File: src/rtl/sgpr_pkg.sv
package sgpr_pkg;
  typedef struct packed {
    logic shadowOn;
    logic wrMain;
    logic wrShadow;
  } sgprStrobe_t;

  // position of a register among the redirected ones
  function automatic int shadowSlot(input logic [31:0] mask, input int addr);
    int n;
    n = 0;
    for (int i = 0; i < 32; i++)
      if (i < addr && mask[i]) n++;
    return n;
  endfunction
endpackage

File: src/rtl/sgpr_ctrl.sv
module sgpr_ctrl
  import sgpr_pkg::*;
#(
  parameter int NREGS = 32,
  parameter logic [31:0] SHADOW_MASK = 32'h0200_7F00,
  localparam int AW = $clog2(NREGS)
) (
  input  logic          clk,
  input  logic          rstN,
  input  logic          enterPriv,
  input  logic          leavePriv,
  input  logic          restartLsb,
  input  logic          wrEn,
  input  logic [AW-1:0] wrAddr,
  output sgprStrobe_t   strobe,
  output logic          shadowSel,
  output logic          swapErr
);
  logic shadowQ, errQ;
  logic goShadow, goNormal, badReq, redirected, zeroReg;

  always_comb begin
    goShadow = enterPriv && !leavePriv && !shadowQ;
    goNormal = leavePriv && !enterPriv && !restartLsb && shadowQ;
    badReq   = (enterPriv && leavePriv)
             || (enterPriv && !leavePriv && shadowQ)
             || (leavePriv && !enterPriv && !restartLsb && !shadowQ);
  end

  always_ff @(posedge clk or negedge rstN) begin
    if (!rstN) begin
      shadowQ <= 1'b1;
      errQ    <= 1'b0;
    end else begin
      if (goShadow) shadowQ <= 1'b1;
      else if (goNormal) shadowQ <= 1'b0;
      errQ <= badReq;
    end
  end

  always_comb begin
    redirected      = SHADOW_MASK[wrAddr];
    zeroReg         = (wrAddr == AW'(NREGS - 1));
    strobe.shadowOn = shadowQ;
    strobe.wrShadow = wrEn && redirected && shadowQ;
    strobe.wrMain   = wrEn && !zeroReg && !(redirected && shadowQ);
  end

  assign shadowSel = shadowQ;
  assign swapErr   = errQ;
endmodule

File: src/rtl/sgpr_data.sv
module sgpr_data
  import sgpr_pkg::*;
#(
  parameter int NREGS = 32,
  parameter int XLEN = 64,
  parameter logic [31:0] SHADOW_MASK = 32'h0200_7F00,
  localparam int AW = $clog2(NREGS),
  localparam int NSH = $countones(SHADOW_MASK)
) (
  input  logic            clk,
  input  logic            rstN,
  input  sgprStrobe_t     strobe,
  input  logic [AW-1:0]   wrAddr,
  input  logic [XLEN-1:0] wrData,
  input  logic [AW-1:0]   rdAddrA,
  input  logic [AW-1:0]   rdAddrB,
  output logic [XLEN-1:0] rdDataA,
  output logic [XLEN-1:0] rdDataB
);
  logic [XLEN-1:0] mainQ [NREGS];
  logic [XLEN-1:0] shadowQ [NSH];

  for (genvar r = 0; r < NREGS; r++) begin : g_main
    always_ff @(posedge clk or negedge rstN) begin
      if (!rstN) mainQ[r] <= '0;
      else if (strobe.wrMain && wrAddr == AW'(r)) mainQ[r] <= wrData;
    end
  end

  for (genvar r = 0; r < NREGS; r++) begin : g_shadow
    if (SHADOW_MASK[r]) begin : g_on
      localparam int SLOT = shadowSlot(SHADOW_MASK, r);
      always_ff @(posedge clk or negedge rstN) begin
        if (!rstN) shadowQ[SLOT] <= '0;
        else if (strobe.wrShadow && wrAddr == AW'(r)) shadowQ[SLOT] <= wrData;
      end
    end
  end

  function automatic logic [XLEN-1:0] pick(input logic [AW-1:0] a);
    logic [XLEN-1:0] v;
    v = mainQ[a];
    if (strobe.shadowOn && SHADOW_MASK[a])
      v = shadowQ[shadowSlot(SHADOW_MASK, int'(a))];
    if (a == AW'(NREGS - 1)) v = '0;
    return v;
  endfunction

  always_comb begin
    rdDataA = pick(rdAddrA);
    rdDataB = pick(rdAddrB);
  end
endmodule

File: src/rtl/shadow_gpr_file.sv
module shadow_gpr_file
  import sgpr_pkg::*;
#(
  parameter int NREGS = 32,
  parameter int XLEN = 64,
  parameter logic [31:0] SHADOW_MASK = 32'h0200_7F00,
  localparam int AW = $clog2(NREGS)
) (
  input  logic            clk,
  input  logic            rstN,
  input  logic [AW-1:0]   rdAddrA,
  output logic [XLEN-1:0] rdDataA,
  input  logic [AW-1:0]   rdAddrB,
  output logic [XLEN-1:0] rdDataB,
  input  logic            wrEn,
  input  logic [AW-1:0]   wrAddr,
  input  logic [XLEN-1:0] wrData,
  input  logic            enterPriv,
  input  logic            leavePriv,
  input  logic            restartLsb,
  output logic            shadowSel,
  output logic            swapErr
);
  sgprStrobe_t strobe;

  sgpr_ctrl #(.NREGS(NREGS), .SHADOW_MASK(SHADOW_MASK)) u_ctrl (
    .clk(clk), .rstN(rstN), .enterPriv(enterPriv), .leavePriv(leavePriv),
    .restartLsb(restartLsb), .wrEn(wrEn), .wrAddr(wrAddr), .strobe(strobe),
    .shadowSel(shadowSel), .swapErr(swapErr));

  sgpr_data #(.NREGS(NREGS), .XLEN(XLEN), .SHADOW_MASK(SHADOW_MASK)) u_data (
    .clk(clk), .rstN(rstN), .strobe(strobe), .wrAddr(wrAddr), .wrData(wrData),
    .rdAddrA(rdAddrA), .rdAddrB(rdAddrB), .rdDataA(rdDataA), .rdDataB(rdDataB));
endmodule

File: config.mk
export PLATFORM = sky130hd
export DESIGN_NAME = shadow_gpr_file
export DESIGN_NICKNAME = d
export VERILOG_FILES = /design/src/rtl/sgpr_pkg.sv /design/src/rtl/sgpr_ctrl.sv /design/src/rtl/sgpr_data.sv /design/src/rtl/shadow_gpr_file.sv
export SDC_FILE = /design/constraint.sdc
export NUM_CORES = 2
export LEC_CHECK = 0
export ABC_AREA = 0
export CORE_AREA = 2 2 633 635
export CTS_BUF_LIST = sky130_fd_sc_hd__clkbuf_16
export DETAILED_ROUTE_END_ITERATION = 8
export DIE_AREA = 0 0 635 637
export HOLD_SLACK_MARGIN = 0.15
export PLACE_DENSITY_LB_ADDON = 0.25
export SYNTH_ARGS = -nofsm -noshare
export SYNTH_HDL_FRONTEND = slang
export SYNTH_HIERARCHICAL = 1
export SYNTH_SLANG_ARGS = --single-unit
File: constraint.sdc
create_clock -name clk -period 11.07 [get_ports clk]
set_input_delay 1.6605 -clock clk [delete_from_list [all_inputs] [get_ports clk]]
set_output_delay 1.6605 -clock clk [all_outputs]
set_load 0.05 [all_outputs]
# After elaboration in Yosys (flattened, before gate mapping)
# Memory sizes are Yosys's and may differ from the RTL's.
# Cells that the tools add are included.
# word_totals
wordCells,237
ff_bits,2562
output_inout_bits,130
n_memories,3
rom_bits,96
# mem_list
memory,words,word_bits,read_ports,rd_clocked_by_memory_dff,write_ports,line_no,text
(no name shown),32,1,1,0,0,sgpr_data.sv:43,if (strobe.shadowOn && SHADOW_MASK[a])
(no name shown),32,1,1,0,0,sgpr_data.sv:43,
(no name shown),32,1,1,0,0,sgpr_ctrl.sv:42,redirected = SHADOW_MASK[wrAddr];
# op_classes
eq_ne,33
n_addsub,14
bitwise,4
reduce_logical,65
order_cmp,23
muxes,53
# ops
op,count
two-way mux 32 bit,30
two-way mux 64 bit,12
binary-select mux 64 bit (select 5 bit),2
"adder 32 x 2 -> 32 bit, second input constant",14
binary-select mux 64 bit (select 3 bit),2
"equality test 5 bit, second input constant",18
"less-than comparator 4 x 5 -> 1 bit, first input constant",14
"greater-or-equal comparator 32 x 4 -> 1 bit, second input constant",2
inverter 32 bit,2
logical AND 1 bit,55
"equality test 5 x 4 -> 1 bit, second input constant",8
"equality test 5 x 3 -> 1 bit, second input constant",4
"less-than comparator 5 x 6 -> 1 bit, second input constant",3
"greater-or-equal comparator 6 bit, second input constant",2
inverter 5 -> 6 bit,2
"equality test 5 x 2 -> 1 bit, second input constant",2
"less-than comparator 5 bit, first input constant",2
two-way mux 1 bit,7
logical NOT 1 bit,6
"equality test 5 x 1 -> 1 bit, second input constant",1
logical NOT 5 bit,1
logical OR 1 bit,2
nonzero test 2 bit,1

# Longest topological paths before layout
# depth
ltp_word,31
depth_mapped,35

# Cells and area by module
# The synthesis kept the hierarchy.
# by_module_without_submodules
mod,n_inst,cells_each,area_each_um2
sgpr_data,1,9288,138485.3
sgpr_ctrl,1,18,152.6

# Worst setup path before layout
# OpenSTA, ideal clock, no wires.
# synth_path
path_kind,input to output
start,input port rdAddrA[4]
end,output port rdDataA[10]
path_stages,30
t_required_ns,9.410
path_buffers,9
slack_ns,0.390
arrival_time_ns,9.020
path_cell_list,buf_2 buf_2 buf_1 clkbuf_1 clkbuf_1 nand2b_1 inv_1 ha_1 buf_2 xnor2_1 ha_1 o311ai_0 nand2b_1 o32a_2 ha_1 mux2i_1 inv_1 buf_2 buf_2 ha_1 nor2_1 nor2_1 ha_1 o21ai_0 o22ai_1 a32oi_1 xor3_1 buf_2 a311o_1 a221oi_1
# synth_via
elab_chain_cells,30
# synth_lines
element,line_no,text
"start, declared",shadow_gpr_file.sv:11,"input logic [AW-1:0] rdAddrA,"
less-than comparator 4 x 5 -> 1 bit,sgpr_pkg.sv:13,if (i < addr && mask[i]) n++;
two-way mux 1 bit,sgpr_pkg.sv:13,
two-way mux 32 bit,sgpr_data.sv:43,
adder 32 x 2 -> 32 bit,sgpr_pkg.sv:13,
two-way mux 32 bit,sgpr_pkg.sv:13,
two-way mux 32 bit,sgpr_data.sv:43,
adder 32 x 2 -> 32 bit,sgpr_pkg.sv:13,
two-way mux 32 bit,sgpr_pkg.sv:13,
[... 13 more ...],-,
adder 32 x 2 -> 32 bit,sgpr_pkg.sv:13,
two-way mux 32 bit,sgpr_pkg.sv:13,
two-way mux 32 bit,sgpr_data.sv:43,
inverter 32 bit (implied by the code),sgpr_data.sv:44,"v = shadowQ[shadowSlot(SHADOW_MASK, int'(a))];"
binary-select mux 64 bit (select 3 bit),sgpr_data.sv:44,
two-way mux 64 bit (implied by the code) (2 in series),sgpr_data.sv:44,
two-way mux 64 bit,sgpr_data.sv:43,
two-way mux 64 bit (*),sgpr_data.sv:45,if (a == AW'(NREGS - 1)) v = '0;
"end, declared",shadow_gpr_file.sv:12,"output logic [XLEN-1:0] rdDataA,"
# Mark *: on every way between the ends. The rest lies on a longest branch, timed or not. The select of a mux whose other input is x is not followed.

# Worst setup path after layout
# layout_path
start,input port rdAddrB[3]
end,output port rdDataB[15]
# layout_via
elab_chain_cells,30
# layout_lines
element,line_no,text
"start, declared",shadow_gpr_file.sv:13,"input logic [AW-1:0] rdAddrB,"
less-than comparator 4 x 5 -> 1 bit,sgpr_pkg.sv:13,
two-way mux 1 bit,sgpr_pkg.sv:13,
two-way mux 32 bit,sgpr_data.sv:43,
adder 32 x 2 -> 32 bit,sgpr_pkg.sv:13,
two-way mux 32 bit,sgpr_pkg.sv:13,
two-way mux 32 bit,sgpr_data.sv:43,
adder 32 x 2 -> 32 bit,sgpr_pkg.sv:13,
two-way mux 32 bit,sgpr_pkg.sv:13,
[... 13 more ...],-,
adder 32 x 2 -> 32 bit,sgpr_pkg.sv:13,
two-way mux 32 bit,sgpr_pkg.sv:13,
two-way mux 32 bit,sgpr_data.sv:43,
inverter 32 bit (implied by the code),sgpr_data.sv:44,
binary-select mux 64 bit (select 3 bit),sgpr_data.sv:44,
two-way mux 64 bit (implied by the code) (2 in series),sgpr_data.sv:44,
two-way mux 64 bit,sgpr_data.sv:43,
two-way mux 64 bit (*),sgpr_data.sv:45,
"end, declared",shadow_gpr_file.sv:14,"output logic [XLEN-1:0] rdDataB,"
# Marked as above.

==> results.tsv <==
stage	metric	value	unit
setup_path	path_max_fanout	32	
logic_synthesis	synth_ff_type	dfrtp_1	
logic_synthesis	synth_seq_area_share	46.2	%
setup_path	critPathCaptureType	primary output	
cells_and_area	drive_gt1_share	52.1	%
routing	drtIter0Drc	8330	
routing	drc_errors	0	
setup_path	crit_path_frequent_cell	ha_1	
setup_path	startpoint_type	input pin	
setup_path	r2r.worst_path.cells	9	
logic_synthesis	synth_nets	9405	
logic_synthesis	async_flop_share	100	%
floorplan	rows	232	
clock_network	cts_tree	done	
timing	fmax	93.1	MHz
logic_synthesis	synthCells	9306	
setup_path	cp_slowest_cell	nor3_1	
power	pwr-share-seq	40.8	%
power	powerDensity	191	nW/um2
cells_and_area	layout.nets	9216	
timing	slew_violations	0	
timing	rsz0062_at_grt	no	
floorplan	die_h	637	um
global_route	grt_max_degree	174	
clock_network	numCtsBuffers	288	
timing	period_minus_slack	10.74	ns
clock_network	clk_pin_slew	0.06	ns
worst_hold_path	hold_path_class	reg -> reg	
routing	vias	90081	
floorplan	ios	215	
global_route	grt_first_pass_wirelength	717	mm
setup_path	r2r_start	u_ctrl/shadowSel	
power	switching_share	31.3	%
logic_synthesis	yosys_warnings	6	
logic_synthesis	netlist_area	139000	um2
place	gp_congestion	0.856	
routing	vias_per_cell	6.17	
power	p_leak	0.0671	uW
timing	setup_violations	0	
logic_synthesis	synth-edff-count	0	
cells_and_area	most-common-layout-cells	2621 x mux2_2, 2561 x dfrtp_1, 1291 x mux4_2	
timing	tightest_slew	1.35	ns
routing	antenna_left	0	
clock_network	clock-sinks	2562	
global_route	grt_pass1_vias	94009	
setup_path	crit_arrival	9.08	ns
power	internal_power	20500	uW
clock_network	holdBufCountCts	0	
setup_path	max_stage_delay	0.83	ns
power	power_switching	9370	uW
setup_path	critPathKind	in -> out	
cells_and_area	final_cells	14592	
floorplan	core	398000	um2
cells_and_area	syn_to_final_growth	13.0	%
logic_synthesis	syn_area_per_cell	14.9	um2
routing	first_pass_iters	7	
timing	maxSlewHeadroom	9.60	%
routing	wire_per_inst	34.2	um
clock_network	cts_max_level	5	
place	post-dp-hpwl	295	mm
power	peakVddDrop	0.000193	V
logic_synthesis	synth_area_leaders	dfrtp_1 46%, mux2_2 21%, mux4_2 21%	
worst_hold_path	worstHoldPathCells	1	
clock_network	post-cts-setup-buffers	0	
floorplan	die_x	635	um
logic_synthesis	yosys.area.top_type	dfrtp_1	
place	buffer_ports.inserted	214	
place	dp.cells	14092	
global_route	grt.total_usage	24.4	%
power	p_total	29900	uW
cells_and_area	utilization	39.4	%
run_status	status	completed	
cells_and_area	layout_commonest_cell	mux2_2	
floorplan	start_util	34.8	%
clock_network	clockRootBuffer	clkbuf_16	
timing	post-route-period-util	97.0	%
setup_path	rrSetupSlack	6.20	ns
logic_synthesis	synth_top_area_share	46.2	%
place	post_dp_cell_area	148000	um2
floorplan	die_area	404000	um2
clock_network	cts_resized	0	
worst_hold_path	hold-path-endpoint	u_data/mainQ[1646]	
timing	hold_viol	0	
setup_path	r2r_end	u_data/mainQ[1648]	
timing	skew	0.0339	ns
clock_network	cts_buffer_depth	4	
global_route	overflow	0	
logic_synthesis	ys_ff_latch	2562	
timing	fin_tns_setup	0	ns
global_route	antenna_found_initial	24	
flow_run	maxCapViolCount	0	
worst_hold_path	min-delay-start	u_data/mainQ[1646]	
cells_and_area	final_area	157000	um2
setup_path	required	9.41	ns
clock_network	clock_latency	0.89	ns
logic_synthesis	ys_types	80	
power	clkPwrFrac	31.2	%
routing	routed_wl	499	mm
power	combPwrFrac	28.0	%
[per-stage QoR]
| stage | setup WS (ns) | hold slack [ns] |
|---|---|---|
| finish | 0.330 | 0.520 |
| global route | 0.0935 | 0.532 |
| CTS | 0.450 | 0.523 |
| detailed placement | 0.480 | 0.511 |
| global placement | 0.460 | 0.499 |
| floorplan | 0.390 | 0.489 |
[final cells by class]
type,count,area (um2)
clock inverter,195,1400
antenna,7,17.5
multi-input combinational,5699,70500
sequential,2562,64100
timing repair buffer,551,6470
tap,5265,6590
inverter,15,56.3
clock buffer,298,7460
fill,36373,241000
[kinds of logic after synthesis]
kind of cell	Yosys count	share of synthesized area, %
multiplexers	4160	44.1
flip-flops	2562	46.2
adder cells (fa/ha/maj)	15	0.134
buffers and inverters	1045	3.21
XOR/XNOR	22	0.163
AO/OA/AOI/OAI	701	3.56
AND/OR/NAND/NOR	801	2.63
[power groups by stage]
stage               clock network (uW)  logic [uW]  registers (uW)
global placement                     0        8190           12200
global route                      9930        8780           12400
CTS                               9540        8340           12200
finish                            9330        8370           12200
floorplan                            0        5610           11900
detailed placement                   0        8320           12300
[cells in the mapped netlist (13+ instances only)]
cell type  count
mux2i_1      246
nand2_1      359
clkbuf_1     675
a21boi_1      17
buf_1         52
nor2b_1      105
a32oi_1       13
a311oi_1      23
nand3_1       74
nor2_1       131
a222oi_1      16
o22ai_1       89
o21ai_0       53
nand2b_1      14
a221o_1       13
buf_2        250
a211oi_1     187
dfrtp_1     2561
a221oi_2      13
inv_1         15
buf_4         48
nor3_1        85
a21oi_1      142
a31oi_1       39
mux4_2      1291
a221oi_1      21
ha_1          14
mux2_2      2622
xnor2_1       16
a311o_1       18
[worst max-delay path, delay by kind of cell]
kind                       cells  cell delay [ns]
buffers and inverters          4             1.00
xor gates and xnor gates       3             0.87
muxes                          1             0.27
AOI/OAI and AO/OA              9             1.58
and+or+nand+nor                5             1.66
adders and majority gates      6             1.97
[state kept, by name, indices dropped and copies added (netlist names)]
name              count
u_ctrl/shadowSel      1
u_ctrl/swapErr        1
u_data/mainQ       2048
u_data/shadowQ      512
[how the worst max path moves through the flow]
stage	start	endpoint	slack [ns]
after floorplan	rdAddrA[4]	rdDataA[10]	0.39
after global placement	rdAddrB[3]	rdDataB[15]	0.46
after detailed placement	rdAddrB[3]	rdDataB[15]	0.48
after CTS	rdAddrB[3]	rdDataB[15]	0.45
after global routing	rdAddrB[3]	rdDataB[15]	0.09
final	rdAddrB[3]	rdDataB[15]	0.33
[metal layers]
metal  part of all wire [%]  GRT usage, %
met1                     42          32.9
met2                     47          39.0
met3                    7.5          4.85
met4                    3.9          8.65
met5                  0.012             0
Note: power is estimated with default switching activity, not from simulation.
